[config.mk]
export PLATFORM = sky130hd
export DESIGN_NAME = flash_wstat_gen
export DESIGN_NICKNAME = d
export VERILOG_FILES = /design/src/rtl/fws_pkg.sv /design/src/rtl/fws_timer.sv /design/src/rtl/fws_status.sv /design/src/rtl/fws_rdmux.sv /design/src/rtl/flash_wstat_gen.sv
export SDC_FILE = /design/constraint.sdc
export NUM_CORES = 1
export LEC_CHECK = 0
export ABC_AREA = 1
export BUFFER_PORTS_ARGS = -buffer_cell sky130_fd_sc_hd__buf_2
export CORE_ASPECT_RATIO = 0.9
export CORE_MARGIN = 2
export CORE_UTILIZATION = 52
export DETAILED_ROUTE_END_ITERATION = 16
export PLACE_DENSITY = 0.81
export SLEW_MARGIN = 20
export SYNTH_ARGS = -nofsm -noshare
export SYNTH_HDL_FRONTEND = slang
export SYNTH_HIERARCHICAL = 1
export SYNTH_SLANG_ARGS = --single-unit
[constraint.sdc]
create_clock -name clk_i -period 1.9 [get_ports clk_i]
set_clock_uncertainty 0.05 [all_clocks]
set_input_delay 0.19 -clock clk_i [delete_from_list [all_inputs] [get_ports clk_i]]
set_output_delay 0.19 -clock clk_i [all_outputs]
set_load 0.1 [all_outputs]
[src/rtl/fws_pkg.sv]
package fws_pkg;
  typedef enum logic [1:0] {
    OP_PROG = 2'b00,
    OP_SECT = 2'b01,
    OP_CHIP = 2'b10,
    OP_NONE = 2'b11
  } op_e;
endpackage

[src/rtl/fws_timer.sv]
module fws_timer #(
  parameter int PROG_CYC = 5,
  parameter int SECT_CYC = 8,
  parameter int CHIP_CYC = 13
) (
  input  logic       clk_i,
  input  logic       rst_ni,
  input  logic       start_i,
  input  logic [1:0] op_i,
  output logic       accept_o,
  output logic       busy_o
);
  import fws_pkg::*;
  localparam int MAX_A = (PROG_CYC > SECT_CYC) ? PROG_CYC : SECT_CYC;
  localparam int MAX_CYC = (MAX_A > CHIP_CYC) ? MAX_A : CHIP_CYC;
  localparam int CNT_W = $clog2(MAX_CYC + 1);
  localparam logic [CNT_W-1:0] PROG_LD = CNT_W'(PROG_CYC - 1);
  localparam logic [CNT_W-1:0] SECT_LD = CNT_W'(SECT_CYC - 1);
  localparam logic [CNT_W-1:0] CHIP_LD = CNT_W'(CHIP_CYC - 1);

  logic             busy_q;
  logic [CNT_W-1:0] cnt_q;
  logic [CNT_W-1:0] load;

  assign accept_o = start_i & ~busy_q & (op_i != OP_NONE);
  assign busy_o   = busy_q;

  always_comb begin
    case (op_i)
      OP_PROG: load = PROG_LD;
      OP_SECT: load = SECT_LD;
      default: load = CHIP_LD;
    endcase
  end

  always_ff @(posedge clk_i or negedge rst_ni) begin
    if (!rst_ni) begin
      busy_q <= 1'b0;
      cnt_q  <= '0;
    end else if (accept_o) begin
      busy_q <= 1'b1;
      cnt_q  <= load;
    end else if (busy_q) begin
      if (cnt_q == '0) busy_q <= 1'b0;
      else             cnt_q  <= cnt_q - 1'b1;
    end
  end
endmodule

[src/rtl/fws_status.sv]
module fws_status (
  input  logic       clk_i,
  input  logic       rst_ni,
  input  logic       accept_i,
  input  logic [1:0] op_i,
  input  logic [7:0] wdata_i,
  input  logic       rd_busy_i,
  output logic [7:0] status_o
);
  import fws_pkg::*;
  logic erase_q;
  logic inv7_q;
  logic tgl_q;

  always_ff @(posedge clk_i or negedge rst_ni) begin
    if (!rst_ni) begin
      erase_q <= 1'b0;
      inv7_q  <= 1'b0;
      tgl_q   <= 1'b1;
    end else if (accept_i) begin
      erase_q <= (op_i != OP_PROG);
      inv7_q  <= ~wdata_i[7];
      tgl_q   <= 1'b1;
    end else if (rd_busy_i) begin
      tgl_q <= ~tgl_q;
    end
  end

  assign status_o = {(erase_q ? 1'b0 : inv7_q), tgl_q, 6'b0};
endmodule

[src/rtl/fws_rdmux.sv]
module fws_rdmux #(
  parameter int         ADDR_W   = 8,
  parameter logic [7:0] MFR_CODE = 8'hBF,
  parameter logic [7:0] DEV_CODE = 8'hC3
) (
  input  logic [ADDR_W-1:0] addr_i,
  input  logic              id_mode_i,
  input  logic [7:0]        array_data_i,
  output logic [7:0]        idle_o
);
  localparam logic [ADDR_W-1:0] ID_MFR = ADDR_W'(0);
  localparam logic [ADDR_W-1:0] ID_DEV = ADDR_W'(1);

  always_comb begin
    idle_o = array_data_i;
    if (id_mode_i) begin
      if (addr_i == ID_MFR)      idle_o = MFR_CODE;
      else if (addr_i == ID_DEV) idle_o = DEV_CODE;
    end
  end
endmodule

[src/rtl/flash_wstat_gen.sv]
module flash_wstat_gen #(
  parameter int         ADDR_W   = 8,
  parameter int         PROG_CYC = 5,
  parameter int         SECT_CYC = 8,
  parameter int         CHIP_CYC = 13,
  parameter logic [7:0] MFR_CODE = 8'hBF,
  parameter logic [7:0] DEV_CODE = 8'hC3
) (
  input  logic              clk_i,
  input  logic              rst_ni,
  input  logic              start_i,
  input  logic [1:0]        op_i,
  input  logic [7:0]        wdata_i,
  input  logic              rd_i,
  input  logic [ADDR_W-1:0] rd_addr_i,
  input  logic              id_mode_i,
  input  logic [7:0]        array_data_i,
  output logic              busy_o,
  output logic [7:0]        rdata_o
);
  logic       accept;
  logic       busy;
  logic [7:0] status;
  logic [7:0] idle_data;
  logic [7:0] rdata_q;

  fws_timer #(
    .PROG_CYC(PROG_CYC), .SECT_CYC(SECT_CYC), .CHIP_CYC(CHIP_CYC)
  ) i_timer (
    .clk_i, .rst_ni, .start_i, .op_i, .accept_o(accept), .busy_o(busy)
  );

  fws_status i_status (
    .clk_i, .rst_ni, .accept_i(accept), .op_i, .wdata_i,
    .rd_busy_i(rd_i & busy), .status_o(status)
  );

  fws_rdmux #(
    .ADDR_W(ADDR_W), .MFR_CODE(MFR_CODE), .DEV_CODE(DEV_CODE)
  ) i_rdmux (
    .addr_i(rd_addr_i), .id_mode_i, .array_data_i, .idle_o(idle_data)
  );

  // status has priority over id mode while busy
  always_ff @(posedge clk_i or negedge rst_ni) begin
    if (!rst_ni)   rdata_q <= 8'h00;
    else if (rd_i) rdata_q <= busy ? status : idle_data;
  end

  assign busy_o  = busy;
  assign rdata_o = rdata_q;
endmodule

==> impl_metrics.yaml, run 1 <==
grt:
  grt_pass1_vias: 944
  antenna_found_initial: 0
  grt_max_degree: 17
  grt_busiest_layer: "met2"
  grt_usage: 0.1948
  grtUsageMet3: 0.05625
  groute.layer.met2.usage: 0.3675
  use_met1: 0.2216
  overflow: 0
  grt_pass1_wl_mm: 3.560
outcome:
  outcome: "finished clean"
drt:
  post-route-drc-count: 0
  routed_wl_mm: 2.032
  drtIter0Drc: 11
  viasPerCell: 4.515
  vias: 1034
  post_drt_wl_per_cell_um: 8.873
  ant_nets: 0
  drt_pass1_iterations: 4
timing:
  hold_viol_final: 0
  slew_headroom: 0.6612
  rsz0062_at_grt: "no"
  max_freq_mhz: 584.5
  layout_min_cycle_time_ns: 1.711
  final-setup-viol-count: 0
  worst_pin_slew_ns: 0.5083
  slew_viol_final: 0
  fin_setup_tns_ns: 0
  fin_crit_sh: 0.9005
cells_and_area:
  drive_gt1_frac: 0.2843
  regArea_um2: 401.6
  multiInputGateArea_um2: 483.0
  nets: 237
  antenna_cells: 0
  fill_cells: 189
  areaGrowthSynthToFinish_pct: 16.78
power_and_ir_drop:
  p_switching_mw: 1.128
  power_leakage_nw: 0.8211
  p_clk_frac: 0.109
  cellPowerDensity_mw_per_mm2: 1558
  p_int_mw: 0.8803
  seq_power_share: 0.309
  max-vdd-ir-drop_uv: 1031
  switching_share: 0.5617
  share_comb_of_total_power: 0.582
  p_total_mw: 2.008
yosys:
  ys_ff_latch: 16
  synth-xor-area-share: 0
  synth_compound_area_frac: 0.01814
  synth_top_family_by_area: "simple AND/OR/NAND/NOR gates"
  netlist.area_leader.share: 0.3401
  synthTopCellsByArea: "dfrtp_1 34%, nand2_1 23%, inv_1 11%"
  ys_seq_area_frac: 0.3639
  synth-simple-area-share: 0.3878
  yosys.cell_types.count: 20
  synth_cells: 171
  synth_area_mm2: 0.001104
  synth_area_leader_cell: "dfrtp_1"
  synth_fa_ha_area_frac: 0.01134
  syn_avg_cell_area_um2: 6.454
  synth_mux_area_frac: 0
  ys.warnings.count: 6
clocking:
  htreeDepth: 1
  clk_latency_ns: 0.28
  clk_pin_slew_ns: 0.09
  cts_buffers: 3
  root_buffer: "clkbuf_4"
  cts.sink_count: 16
  tritoncts: "yes"
  cts_resized: 0
  cts_buffer_depth: 2
flow_run:
  drv_cap: 0
setup_path:
  r2r-start: "i_timer/busy_o$_DFF_PN0_"
  cpPeakStageDelay_ns: 0.67
  required_ns: 1.66
  worstSetupEndpoint: "busy_o"
  setup.worst_path.start: "i_timer/busy_o$_DFF_PN0_"
  critPathArrivalTime_ns: 1.47
  end_kind: "primary output"
  critPathSlowestCell: "dfrtp_1"
  worstPathCellList: "buf_2"
  r2r-end: "i_status/inv7_q$_DFFE_PN0P_"
  worst-r2r-setup-slack_ns: 0.52
  worst-setup-path-type: "register to primary output"
  startpoint_type: "register"
  worst-path-buf-inv: 1
  crit_fanout: 13
  cp.depth: 1
  r2r_cells: 6
  crit_family: "flip-flops"
die:
  core.rowCount: 15
  die_x_um: 52.56
  fp.coreArea_mm2: 0.001952
  initial_core_util: 0.5654
  ioPinCount: 40
  dieArea_mm2: 0.002507
  die_h_um: 47.71
place:
  portBuffers: 32
  hpwl_mm: 1.695
  gp_congestion: 0.7747
worst_hold_path:
  hold_depth: 2
  min_path_type: "primary input to register"
## Yosys cell counts, drive strengths merged
library cell and number:
buf 9, nand3 17, nand4 1, nor2 5, nand2 74, dfstp 1
inv 43, dfrtp 15, ha 1, o21ai 3, conb 1, a21oi 1
## how the worst min path moves through the flow
stage | startpoint | endpoint | slack [ns]
finish | wdata_i[7] | i_status/inv7_q$_DFFE_PN0P_ | 0.03
global route | wdata_i[7] | i_status/inv7_q$_DFFE_PN0P_ | 0.02
CTS | wdata_i[7] | i_status/inv7_q$_DFFE_PN0P_ | 0.02
detailed placement | rst_ni | rdata_o[7]$_DFFE_PN0P_ | 0.07
global placement | rst_ni | rdata_o[4]$_DFFE_PN0P_ | 0.06
floorplan | rst_ni | i_status/erase_q$_DFFE_PN0P_ | -0.16
## per-stage QoR
| step | instances | util | hold slack (ns) | area (um^2) | setup slack [ns] |
|---|---|---|---|---|---|
| 2_1_floorplan | 176 | - | -0.1556 | 1122 | 0.2376 |
| 3_3_place_gp | 224 | 0.6365 | 0.06458 | 1242 | 0.5010 |
| 3_5_place_dp | 224 | 0.6365 | 0.06961 | 1242 | 0.4940 |
| 4_1_cts | 229 | 0.6603 | 0.02187 | 1289 | 0.1748 |
| 5_1_grt | 229 | 0.6603 | 0.01684 | 1289 | 0.09958 |
| 6_report | 229 | 0.6603 | 0.02755 | 1289 | 0.1891 |
## area by class of cell
class,count,share of cell area
clock buffer,4,0.02816
inverter,43,0.1291
multi-input combinational,108,0.3748
timing repair buffer,33,0.1320
tap,25,0.02427
sequential,16,0.3116
## worst register-to-register path, stage by stage, from the launching register on
cell and delay (ns):
dfrtp_1 0.67, inv_2 0.15, nand3_4 0.16, inv_1 0.09, inv_2 0.08, nand2_1 0.06, o21ai_1 0.07
## power groups by stage
stage / Combinational (mW) / Clock (mW) / Sequential, mW
3_3_place_gp: 1.13 / 0 / 0.622
6_report: 1.17 / 0.219 / 0.620
4_1_cts: 1.17 / 0.227 / 0.621
2_1_floorplan: 0.535 / 0 / 1.09
5_1_grt: 1.28 / 0.244 / 0.642
3_5_place_dp: 1.17 / 0 / 0.626
## repair_timing
| item | in CTS | in global routing |
|---|---|---|
| hold buffers | 1 | 0 |
| setup endpoints to repair | 0 | 0 |
| buffers inserted | 0 | 0 |
| endpoints found under the hold margin | 15 | 0 |
## cell usage in the layout, fill, tap and decap left out, types with 2 or more instances in the layout
master    instances
nand2_1          68
inv_1            33
buf_2            32
nand3_1          15
dfrtp_1          15
inv_2             9
nand2_2           6
conb_1            6
clkbuf_4          3
nor2_2            3
nor2_1            2
o21ai_0           2
## state kept, by name, indices dropped and copies added, names as in the netlist
signal            count
i_status/erase_q      1
i_status/inv7_q       1
i_timer/busy_o        1
i_status/tgl_q        1
rdata_o               8
i_timer/cnt_q         4
## per-layer routing
metal | vias up | share of wire
li1 | 552 | -
met2 | 23 | 0.50
met1 | 457 | 0.44
met3 | 2 | 0.043
met5 | - | 0
met4 | 0 | 0.0094
## kinds of logic after synthesis
family | Yosys count
flops | 16
compound gates | 4
simple gates | 97
fa+ha+maj | 1
buf+inv | 52
other cells | 1
No activity file was read; power rests on OpenSTA's default activity.
==> inputs of run 2 (changes only) <==
--- a/config.mk
+++ b/config.mk
@@ -9,9 +9,9 @@
 export BUFFER_PORTS_ARGS = -buffer_cell sky130_fd_sc_hd__buf_2
 export CORE_ASPECT_RATIO = 0.9
 export CORE_MARGIN = 2
-export CORE_UTILIZATION = 52
+export CORE_UTILIZATION = 49
 export DETAILED_ROUTE_END_ITERATION = 16
-export PLACE_DENSITY = 0.81
+export PLACE_DENSITY = 0.77
 export SLEW_MARGIN = 20
 export SYNTH_ARGS = -nofsm -noshare
 export SYNTH_HDL_FRONTEND = slang
==> constraint.sdc (replaced) <==
create_clock -name clk_i -period 1.7 [get_ports clk_i]
set_clock_uncertainty 0.05 [all_clocks]
set_input_delay 0.17 -clock clk_i [delete_from_list [all_inputs] [get_ports clk_i]]
set_output_delay 0.17 -clock clk_i [all_outputs]
set_load 0.1 [all_outputs]
==> impl_metrics.yaml, run 2 (same netlist as run 1, synthesis figures left out) <==
setup_path:
  crit_family: "simple AND/OR/NAND/NOR gates"
  worst-path-buf-inv: 2
  critPathSlowestCell: "dfrtp_1"
  cp_common_cell: "nand2_1"
  worstPathCellList: "inv_1 -> ha_1 -> inv_1 -> nor2_2 -> nand2_1 -> nand2_2 -> nand2_2 -> nand2_1 -> nand2_1"
  critPathArrivalTime_ns: 1.48
  cpPeakStageDelay_ns: 0.39
  setup.worst_path.start: "i_timer/cnt_q[0]$_DFFE_PN0P_"
  crit_fanout: 4
  r2r-start: "i_timer/cnt_q[0]$_DFFE_PN0P_"
  end_kind: "register"
  required_ns: 1.84
  worst-setup-path-type: "register to register"
  startpoint_type: "register"
flow_run:
  drv_cap: 0
cells_and_area:
  regArea_um2: 401.6
  multiInputGateArea_um2: 483.0
  largest_register_ffs: 8
  utilization: 0.6076
  drive_gt1_frac: 0.2816
  antenna_cells: 0
  nets: 239
  final_cell_mix: "68 x nand2_1, 33 x inv_1, 31 x buf_2"
  areaGrowthSynthToFinish_pct: 19.05
  final_common_cell: "nand2_1"
  fill_cells: 211
  finalNonFillerCells: 233
power_and_ir_drop:
  switching_share: 0.5622
  p_clk_frac: 0.091
  p_total_mw: 2.279
  share_comb_of_total_power: 0.622
  seq_power_share: 0.287
  power_leakage_nw: 0.8301
  cellPowerDensity_mw_per_mm2: 1735
  p_switching_mw: 1.281
  p_int_mw: 0.9979
  max-vdd-ir-drop_uv: 1499
timing:
  hold_viol_final: 0
  max_freq_mhz: 749.7
  setup_ws_ns: 0.3662
  slew_viol_final: 0
  layout_min_cycle_time_ns: 1.334
  rsz0062_at_grt: "no"
  final-setup-viol-count: 0
  fin_crit_sh: 0.7846
  fin_setup_tns_ns: 0
die:
  core.rowCount: 16
  initial_core_util: 0.5104
  die_h_um: 49.02
  ioPinCount: 40
  die_x_um: 54.03
  dieArea_mm2: 0.002648
  fp.coreArea_mm2: 0.002162
place:
  gp_congestion: 0.7286
  dpl.cell_count: 227
  place_ws_ns: 0.4047
  portBuffers: 32
  hpwl_mm: 1.642
drt:
  drtIter0Drc: 14
  post-route-drc-count: 0
  vias: 1050
  ant_nets: 0
  post_drt_wl_per_cell_um: 9.043
  drt_pass1_iterations: 4
  viasPerCell: 4.506
  routed_wl_mm: 2.107
grt:
  grt_usage: 0.1831
  grt_pass1_wl_mm: 3.629
  grt_max_degree: 17
  overflow: 0
  grt_pass1_vias: 934
  antenna_found_initial: 0
worst_hold_path:
  holdCritStartpoint: "op_i[0]"
  min_path_type: "primary input to register"
clocking:
  postCtsSetupBuffers: 0
  clk_pin_slew_ns: 0.09
  htreeDepth: 1
  cts_buffer_depth: 2
  tritoncts: "yes"
  cts.sink_count: 16
  cts_buffers: 3
  root_buffer: "clkbuf_4"
  clk_latency_ns: 0.29
outcome:
  outcome: "finished clean"
## run 2: changes by cell type in the layout (fill, tap and decap cells not counted), sizes merged
cell | before | now
dlygate4sd3 | 1 | 2
buf | 32 | 33
## run 2: layout make-up
type / count / area share
clock buffers: 4 / 0.02000
inverters: 43 / 0.1267
multi-input cells: 108 / 0.3676
flip-flops and latches: 16 / 0.3057
well taps: 27 / 0.02571
repair buffers: 35 / 0.1543
## run 2: metal layers
metal / track usage / up-vias / part of all wire
li1: - / 548 / -
met2: 0.3110 / 32 / 0.49
met5: 0 / - / 0
met4: 0.02500 / 0 / 0.0024
met1: 0.2253 / 468 / 0.44
met3: 0.06442 / 2 / 0.065
## run 2: power by group through the flow
stage | clock [mW] | combinational [mW] | sequential [mW]
floorplan | 0 | 0.598 | 1.22
global placement | 0 | 1.38 | 0.650
detailed placement | 0 | 1.41 | 0.660
CTS | 0.215 | 1.42 | 0.653
global route | 0.233 | 1.56 | 0.673
finish | 0.208 | 1.42 | 0.654
## run 2: worst paths after layout
path                                                 to  slack [ns]  depth (start not counted)
max                        i_timer/cnt_q[0]$_DFFE_PN0P_        0.37                          9
min                        i_status/erase_q$_DFFE_PN0P_        0.09                          3
max reg2reg                i_timer/cnt_q[0]$_DFFE_PN0P_        0.37                          9
min reg2reg                      rdata_o[7]$_DFFE_PN0P_        0.43                          2
max in group asynchronous    i_status/tgl_q$_DFFE_PN1P_        1.03                          2
min in group asynchronous  i_timer/cnt_q[2]$_DFFE_PN0P_        0.26                          2
## run 2: metrics by stage
step / area, um^2 / hold slack [ns]
after floorplan: 1122 / -0.1756
after global placement: 1267 / 0.04886
after detailed placement: 1267 / 0.05029
after CTS: 1314 / 0.08017
after global routing: 1314 / 0.09092
final: 1314 / 0.08746
## run 2: tightest hold or removal path: stages
cell and delay, ns:
buf_2 0.10, o21ai_0 0.07, nand2_1 0.05
## run 2: what timing repair did
item                                   4_1_cts  5_1_grt
resized for setup                            0        0
hold buffers                                 2        0
endpoints found under the hold margin       16        0
